File: src/rtl/mode_timer_pkg.sv
package mode_timer_pkg;

    typedef enum logic [1:0] {
        MODE_INTERVAL = 2'b00,
        MODE_SQUARE   = 2'b01,
        MODE_EVENT    = 2'b10,
        MODE_WIDTH    = 2'b11
    } tmr_mode_e;

    typedef struct packed {
        tmr_mode_e mode;
        logic      pol;
        logic      halt;
    } tmr_ctrl_t;

    localparam tmr_ctrl_t CTRL_RESET = '{mode: MODE_INTERVAL, pol: 1'b0, halt: 1'b1};

    // Count pulse source chosen by the mode; polarity flips its meaning per mode.
    function automatic logic count_source(
        input tmr_mode_e m,
        input logic      pol,
        input logic      tick,
        input logic      rise,
        input logic      fall,
        input logic      lvl
    );
        logic r;
        case (m)
            MODE_INTERVAL: r = tick;
            MODE_SQUARE:   r = tick;
            MODE_EVENT:    r = pol ? fall : rise;
            MODE_WIDTH:    r = tick & (lvl ^ pol);
            default:       r = 1'b0;
        endcase
        return r;
    endfunction

endpackage

File: src/rtl/tmr_pin_sync.sv
module tmr_pin_sync #(
    parameter int STAGES = 2
) (
    input  logic clk,
    input  logic rst,
    input  logic pin_raw,
    output logic pin_lvl,
    output logic pin_rise,
    output logic pin_fall
);
    logic [STAGES-1:0] stage_q;
    logic              prev_q;

    generate
        for (genvar i = 0; i < STAGES; i++) begin : g_stage
            if (i == 0) begin : g_first
                always_ff @(posedge clk) begin
                    if (rst) stage_q[0] <= 1'b0;
                    else     stage_q[0] <= pin_raw;
                end
            end else begin : g_next
                always_ff @(posedge clk) begin
                    if (rst) stage_q[i] <= 1'b0;
                    else     stage_q[i] <= stage_q[i-1];
                end
            end
        end
    endgenerate

    always_ff @(posedge clk) begin
        if (rst) prev_q <= 1'b0;
        else     prev_q <= stage_q[STAGES-1];
    end

    assign pin_lvl  = stage_q[STAGES-1];
    assign pin_rise = stage_q[STAGES-1] & ~prev_q;
    assign pin_fall = ~stage_q[STAGES-1] & prev_q;

endmodule

File: src/rtl/tmr_count_core.sv
module tmr_count_core #(
    parameter int W = 8
) (
    input  logic         clk,
    input  logic         rst,
    input  logic         cnt_en,
    input  logic         halted,
    input  logic         wr_en,
    input  logic [W-1:0] wr_val,
    output logic [W-1:0] cnt_q,
    output logic         wrap
);
    localparam logic [W-1:0] ALL_ONES = '1;
    localparam logic [W-1:0] ZERO     = '0;
    localparam logic [W-1:0] ONE      = W'(1);

    logic [W-1:0] latch_q;

    assign wrap = cnt_en && (cnt_q == ZERO);

    always_ff @(posedge clk) begin
        if (rst) begin
            latch_q <= ALL_ONES;
            cnt_q   <= ALL_ONES;
        end else begin
            if (wr_en) latch_q <= wr_val;
            if (wr_en && halted)  cnt_q <= wr_val;
            else if (cnt_en)      cnt_q <= (cnt_q == ZERO) ? latch_q : cnt_q - ONE;
        end
    end

    AST_RELOAD_ON_WRAP: assert property (@(posedge clk) disable iff (rst)
        (cnt_en && cnt_q == ZERO) |=> (cnt_q == $past(latch_q)));
    AST_DECREMENT: assert property (@(posedge clk) disable iff (rst)
        (cnt_en && cnt_q != ZERO) |=> (cnt_q == $past(cnt_q) - ONE));
    AST_HALT_FREEZE: assert property (@(posedge clk) disable iff (rst)
        (halted && !wr_en) |=> $stable(cnt_q));
    AST_RUN_WRITE_LATCH_ONLY: assert property (@(posedge clk) disable iff (rst)
        (wr_en && !halted && !cnt_en) |=> $stable(cnt_q));

endmodule

File: src/rtl/tmr_pulse_out.sv
module tmr_pulse_out (
    input  logic clk,
    input  logic rst,
    input  logic load,
    input  logic load_lvl,
    input  logic toggle,
    output logic out_q
);
    always_ff @(posedge clk) begin
        if (rst)         out_q <= 1'b1;
        else if (load)   out_q <= load_lvl;
        else if (toggle) out_q <= ~out_q;
    end
endmodule

File: src/rtl/mode_timer.sv
module mode_timer
    import mode_timer_pkg::*;
#(
    parameter int CNT_W       = 8,
    parameter int SYNC_STAGES = 2
) (
    input  logic             clk,
    input  logic             rst,
    input  logic             tick16,
    input  logic             pin_in,
    input  logic             dat_wr,
    input  logic [CNT_W-1:0] dat_val,
    input  logic             ctrl_wr,
    input  logic [1:0]       ctrl_mode,
    input  logic             ctrl_pol,
    input  logic             ctrl_halt,
    input  logic             irq_tmr_clr,
    input  logic             irq_pin_clr,
    output logic [CNT_W-1:0] cnt_val,
    output logic             pin_out,
    output logic             pin_oe,
    output logic             irq_tmr,
    output logic             irq_pin
);
    tmr_ctrl_t ctrl_q;
    logic      pin_lvl, pin_rise, pin_fall;
    logic      cnt_en, wrap, pin_evt;

    always_ff @(posedge clk) begin
        if (rst)          ctrl_q <= CTRL_RESET;
        else if (ctrl_wr) ctrl_q <= '{mode: tmr_mode_e'(ctrl_mode), pol: ctrl_pol, halt: ctrl_halt};
    end

    tmr_pin_sync #(.STAGES(SYNC_STAGES)) sync_i (
        .clk      (clk),
        .rst      (rst),
        .pin_raw  (pin_in),
        .pin_lvl  (pin_lvl),
        .pin_rise (pin_rise),
        .pin_fall (pin_fall)
    );

    assign cnt_en = !ctrl_q.halt &&
                    count_source(ctrl_q.mode, ctrl_q.pol, tick16, pin_rise, pin_fall, pin_lvl);

    tmr_count_core #(.W(CNT_W)) core_i (
        .clk    (clk),
        .rst    (rst),
        .cnt_en (cnt_en),
        .halted (ctrl_q.halt),
        .wr_en  (dat_wr),
        .wr_val (dat_val),
        .cnt_q  (cnt_val),
        .wrap   (wrap)
    );

    tmr_pulse_out pout_i (
        .clk      (clk),
        .rst      (rst),
        .load     (ctrl_wr),
        .load_lvl (~ctrl_pol),
        .toggle   (wrap && ctrl_q.mode == MODE_SQUARE),
        .out_q    (pin_out)
    );

    assign pin_oe  = (ctrl_q.mode == MODE_SQUARE);
    assign pin_evt = ctrl_q.pol ? pin_rise : pin_fall;

    always_ff @(posedge clk) begin
        if (rst) begin
            irq_tmr <= 1'b0;
            irq_pin <= 1'b0;
        end else begin
            if (wrap)             irq_tmr <= 1'b1;
            else if (irq_tmr_clr) irq_tmr <= 1'b0;
            if (pin_evt)          irq_pin <= 1'b1;
            else if (irq_pin_clr) irq_pin <= 1'b0;
        end
    end

    AST_WRAP_SETS_IRQ: assert property (@(posedge clk) disable iff (rst)
        wrap |=> irq_tmr);
    AST_IRQ_STICKY: assert property (@(posedge clk) disable iff (rst)
        (irq_tmr && !irq_tmr_clr) |=> irq_tmr);
    AST_PIN_EDGE_IRQ: assert property (@(posedge clk) disable iff (rst)
        pin_evt |=> irq_pin);
    AST_SQUARE_FLIP: assert property (@(posedge clk) disable iff (rst)
        (wrap && ctrl_q.mode == MODE_SQUARE && !ctrl_wr) |=> (pin_out != $past(pin_out)));
    AST_EVENT_NO_TICK: assert property (@(posedge clk) disable iff (rst)
        (ctrl_q.mode == MODE_EVENT && !pin_rise && !pin_fall && !dat_wr) |=> $stable(cnt_val));

endmodule

File: config.mk
export PLATFORM = sky130hd
export DESIGN_NAME = mode_timer
export DESIGN_NICKNAME = d
export VERILOG_FILES = /design/src/rtl/mode_timer_pkg.sv /design/src/rtl/tmr_pin_sync.sv /design/src/rtl/tmr_count_core.sv /design/src/rtl/tmr_pulse_out.sv /design/src/rtl/mode_timer.sv
export SDC_FILE = /design/constraint.sdc
export NUM_CORES = 1
export LEC_CHECK = 0
export BUFFER_PORTS_ARGS = -buffer_cell sky130_fd_sc_hd__buf_2
export CAP_MARGIN = 25
export CORE_UTILIZATION = 50
export DETAILED_ROUTE_END_ITERATION = 12
export PLACE_DENSITY_LB_ADDON = 0.1
export SYNTH_ARGS = -nofsm -noshare
export SYNTH_HDL_FRONTEND = slang
export SYNTH_SLANG_ARGS = --single-unit
File: constraint.sdc
create_clock -name clk -period 3.7 [get_ports clk]
set_clock_uncertainty 0.1 [all_clocks]
set_input_delay 0.555 -clock clk [delete_from_list [all_inputs] [get_ports clk]]
set_output_delay 0.555 -clock clk [all_outputs]
set_load 0.02 [all_outputs]
-- Word-level counts from Yosys, hierarchy flattened
Cells that the tools add are included.
- memories: 0
- bits of input ports: 20
- flip-flop bits (word level): 26
- ROM bits: 0
- logic and storage cells: 47
- memory bits (writable): 0
- latch bits: 0
- order comparisons: 0
- muxes and demuxes: 12
- bitwise operators: 8
- equality and inequality tests: 3
- reductions and logical operators: 12
- add/sub/neg operators: 1
- divide/modulo/power cells: 0
- multiply operators: 0
- shift-type cells: 0
- operator list (operator ; count):
    two-way mux 8 bit ; 3
    zero test 8 bit ; 1
    two-way mux 1 bit ; 8
    nonzero test 2 bit ; 4
    subtractor 8 x 1 -> 8 bit (second input constant) ; 1
    equality test 2 bit (second input constant) ; 2
    logical AND 1 bit ; 4
    NOT 1 bit ; 4
    bitwise AND 1 bit ; 3
    case mux 1 bit (3 select lines) ; 1
    equality test 2 x 1 -> 1 bit (second input constant) ; 1
    zero test 2 bit ; 1
    OR reduction 2 bit ; 1
    zero test 1 bit ; 1
    XOR 1 bit ; 1

-- Depth between registers and ports, before layout
- word-level depth: 9
- depth in mapped cells: 9
- mapped depth without buffers: 7

-- Hierarchy
From an unflattened synthesis, not the netlist that was laid out.
- cells, all modules: 143
- area total of the unflattened synthesis: 1321.3 um^2
- by module, submodules not included (module ; sequential area each (um^2) ; cells each ; instances ; area an instance (um^2)):
    tmr_count_core ; 320.3 ; 100 ; 1 ; 908.4
    mode_timer ; 120.1 ; 30 ; 1 ; 276.5
    tmr_pin_sync ; 60.1 ; 8 ; 1 ; 91.3
    tmr_pulse_out ; 20.0 ; 5 ; 1 ; 45.0

-- Worst setup path after synthesis
No wires, ideal clock.
- path type: reg-to-reg
- start: register core_i.cnt_q[0]
- end: register core_i.cnt_q[0]
- data arrival time: 1.810 ns
- cell stages (with the launch flop): 9
- period minus slack after synthesis: 2.043 ns
- data required time: 3.467 ns
- setup slack: 1.657 ns
- setup time: 0.133 ns
- buffers on the path: 2
- cell sequence: dfxtp_1 inv_1 ha_1 or2b_2 or3_1 buf_2 buf_6 o21ai_0 o221ai_1
- longest elaborated chain between the ends: 4
- elaborated cells between the ends (all ways): 5
- classes of those cells: 1 x add/sub; 3 x mux; 1 x reduce/logical
- ends and longest elaborated chain (item ; RTL line ; RTL):
    start: declaration ; tmr_count_core.sv:10 ; output logic [W-1:0] cnt_q,
    start signal: assignment ; tmr_count_core.sv:27 ; if (wr_en && halted) cnt_q <= wr_val;
    start signal: assignment ; tmr_count_core.sv:28 ; else if (cnt_en) cnt_q <= (cnt_q == ZERO) ? latch_q : cnt_q - ONE;
    subtractor 8 x 1 -> 8 bit / zero test 8 bit (equally long branches) ; tmr_count_core.sv:28 ;
    two-way mux 8 bit * (2 in a row) ; tmr_count_core.sv:28 ;
    two-way mux 8 bit * ; tmr_count_core.sv:27 ;
Every way passes the cells marked *; elsewhere a longest branch is shown, timed or not. The select of a mux whose other input is x is not followed.
A chain may end at the register's enable or synchronous reset.

-- Final worst setup path
- start: register core_i.cnt_q[0]
- end: register pout_i.out_q
- longest elaborated chain between the ends: 4
- ends and longest elaborated chain (item ; RTL line ; RTL):
    zero test 8 bit ; tmr_count_core.sv:19 ; assign wrap = cnt_en && (cnt_q == ZERO);
    logical AND 1 bit ; tmr_count_core.sv:19 ;
    logical AND 1 bit ; mode_timer.sv:62 ; .toggle (wrap && ctrl_q.mode == MODE_SQUARE),
    nonzero test 2 bit (no line) ; n/a ;
    end signal: assignment ; tmr_pulse_out.sv:11 ; else if (load) out_q <= load_lvl;
    end signal: assignment ; tmr_pulse_out.sv:12 ; else if (toggle) out_q <= ~out_q;
    end: declaration ; tmr_pulse_out.sv:7 ; output logic out_q
Every way passes these cells.

==> out/qor.csv <==
stage,metric,value,unit
final_layout,area_growth,15.54,%
sta,drv_slew,0,
final_layout,fillCellCount,212,
clock_network,cts_tree,yes,
yosys,synth_most_common_cell,dfxtp_1,
clock_network,cts_buffers,3,
yosys,ys.flop_type,dfxtp_1,
final_layout,finalNetCount,199,
clock_network,clock-root-buffer,clkbuf_4,
die,die_area,2750,sq um
routing,vias,1118,
routing,drtIter0Drc,24,
sta,worst_slew_pin_slew,486.3,ps
global_routing,grt_pass1_wl,4.416,mm
sta,fmax,0.4688,GHz
yosys,synth_edf_count,0,
sta,maxSlewHeadroom,67.28,%
clock_network,cts-resized-gates,0,
pwr,power_density,415.6,nW/um^2
pwr,peakVddDrop,0.3699,mV
die,io_pins,32,
yosys,synth_compound_area_share,17.60,%
yosys,synth-xor-area-share,3.441,%
critical_path,critPathRequiredTime,3820,ps
sta,hold_viol,0,
place,dpl.hpwl,2.043,mm
critical_path,endpoint_kind,register,
sta,whs,327.8,ps
place,routabilityCongestion,0.7819,
yosys,synthTopCellsByArea,"dfxtp_1, mux2i_1, nand2_1, a21oi_1, o221ai_1",
yosys,synth_area_leader_cell,dfxtp_1,
flow_run,maxCapViolCount,0,
yosys,muxShareOfSynthArea,8.751,%
global_routing,overflow,0,
yosys,syn_area_per_cell,8.598,sq um
die,die_w,52.45,um
routing,drc_errors,0,
sta,setup_viol,0,
yosys,synth_warnings,0,
routing,post_drt_wl_per_cell,13.25,um
die,rows,17,
die,die_y,52.45,um
critical_path,crit_type,register to register,
global_routing,grtUsageTotal,21.88,%
routing,drtAntennaViolNets,0,
routing,routed_via_density,5.480,
die,start_util,55.39,%
clock_network,post-cts-setup-buffers,0,
yosys,async_flop_share,0,%
min_path,hold_path.class,input pin to register,
sta,fin_crit_sh,57.66,%
yosys,syn_inst,148,
clock_network,cts_hold_buf,0,
yosys,syn_nets,170,
yosys,synthAdderAreaFrac,1.967,%
die,core,2297,sq um
global_routing,antenna_found_initial,0,
run_status,outcome,finished clean,
yosys,ys_seq_area_share,40.90,%
clock_network,clkTransAtPathRegs,140,ps
sta,post-route-min-period,2133,ps
critical_path,start_kind,register,
sta,rsz0062_at_grt,no,
yosys,synth.top_cell.area_share,40.90,%
clock_network,clock_latency,330,ps
clock_network,cts.sinks,26,
pwr,p_leak,0.6645,nW
critical_path,cp_max_fo,13,
yosys,ys_types,35,
place,io_buffers,31,
yosys,synth-simple-area-share,20.55,%
routing,first_pass_iters,4,
clock_network,cts.htree.levels,1,
yosys,ys_seq_elements,26,
sta,setup_tns,0,ps
routing,routed_wl,2.702,mm
yosys,syn-cell-area,1272,sq um
global_routing,grt_max_degree,21,
global_routing,grt_pass1_vias,1008,
yosys,synthTopCellsByCount,"dfxtp_1, nand2_1, a21oi_1, mux2i_1, nor2_1",
final_layout,antenna_cells,0,
critical_path,cp_data_arrival_time,2260,ps
final_layout,drive_above_1_share,21.59,%
clock_network,clockBufferDepth,2,
yosys,synth_top_family_by_area,simple AND/OR/NAND/NOR gates,
[state kept, by name, indices dropped and copies added (netlist names)]
register and flops:
pout_i.out_q 1, irq_pin 1, ctrl_q 4, irq_tmr 1, sync_i.stage_q 1, sync_i.pin_lvl 1
sync_i.prev_q 1, core_i.cnt_q 8, core_i.latch_q 8
[final cells by class]
cell class / instances / area [sq um] / share of cell area, %
clock inverter: 1 / 30.03 / 2.043
inverter: 9 / 33.78 / 2.298
multi-input combinational: 105 / 665.6 / 45.28
sequential: 26 / 520.5 / 35.40
clock buffer: 3 / 22.52 / 1.532
tap: 28 / 35.03 / 2.383
timing repair buffer: 32 / 162.7 / 11.06
[metal layers]
metal	vias to the layer above	track usage [%]	wire length, um
met3	2	6.087	166
met1	505	27.45	1267
li1	578	-	-
met2	33	37.34	1259
met4	0	3.947	9
met5	-	0	0
[per-stage QoR]
step	worst slack (ps)	util, %	total power (W)	instance area, sq um	instances
5_1_grt	1440	64.00	0.0006413	1470	204
4_1_cts	1557	64.00	0.0006165	1470	204
6_report	1567	64.00	0.0006109	1470	204
3_5_place_dp	1597	61.71	0.0004232	1418	200
3_3_place_gp	1667	61.71	0.0004189	1418	200
2_1_floorplan	1657	-	0.0003890	1272	148
[path summary, 6_finish.rpt]
| path | start | slack (ps) | endpoint | cells past startpoint |
|---|---|---|---|---|
| setup / recovery | core_i.cnt_q[0] | 1570 | pout_i.out_q | 7 |
| hold / removal | pin_in | 330 | sync_i.stage_q[0] | 2 |
| setup reg to reg | core_i.cnt_q[0] | 1570 | pout_i.out_q | 7 |
| hold reg to reg | sync_i.stage_q[0] | 360 | sync_i.pin_lvl | 1 |
[kinds of logic after synthesis]
family / count (synthesis)
simple gates: 53
buf+inv: 17
xor+xnor: 5
mux: 11
compound gates: 34
flops: 26
fa+ha+maj: 2
[cell usage in the layout, fill, tap and decap left out]
| cell | n |
|---|---|
| xnor2_1 | 4 |
| xor2_1 | 1 |
| buf_2 | 31 |
| or3_1 | 1 |
| o21ai_0 | 5 |
| a21oi_1 | 12 |
| or4_1 | 1 |
| nand2b_1 | 5 |
| buf_4 | 1 |
| o221ai_1 | 6 |
| and2_1 | 1 |
| nor4_1 | 2 |
| or2b_2 | 1 |
| a311o_1 | 1 |
| bufinv_16 | 1 |
| nand3_1 | 7 |
| nor2b_1 | 5 |
| a22oi_1 | 1 |
| nand2_1 | 17 |
| ha_1 | 2 |
| a2bb2oi_1 | 1 |
| nand3b_1 | 1 |
| nor3_1 | 1 |
| mux2_2 | 1 |
| nor4b_1 | 1 |
| a31oi_1 | 2 |
| mux2i_1 | 10 |
| dfxtp_1 | 26 |
| a211o_1 | 1 |
| o211ai_1 | 4 |
| inv_1 | 9 |
| o2111ai_1 | 1 |
| nor2_1 | 10 |
| clkbuf_4 | 3 |
[power by group]
part,internal (W),leakage [nW],switching [W]
logic,0.0000423,0.421,0.0000567
clock network,0.000110,0.0279,0.0000837
registers,0.000299,0.215,0.0000199
total,0.000451,0.665,0.000160
[worst max-delay path: stages, from the launching register on]
cell and delay [ps]:
dfxtp_1 380, inv_1 110, ha_1 200, or2b_2 320, or3_1 530, nor2_1 190
xnor2_1 130, a21oi_1 80
Note: power is estimated with default switching activity, not from simulation.
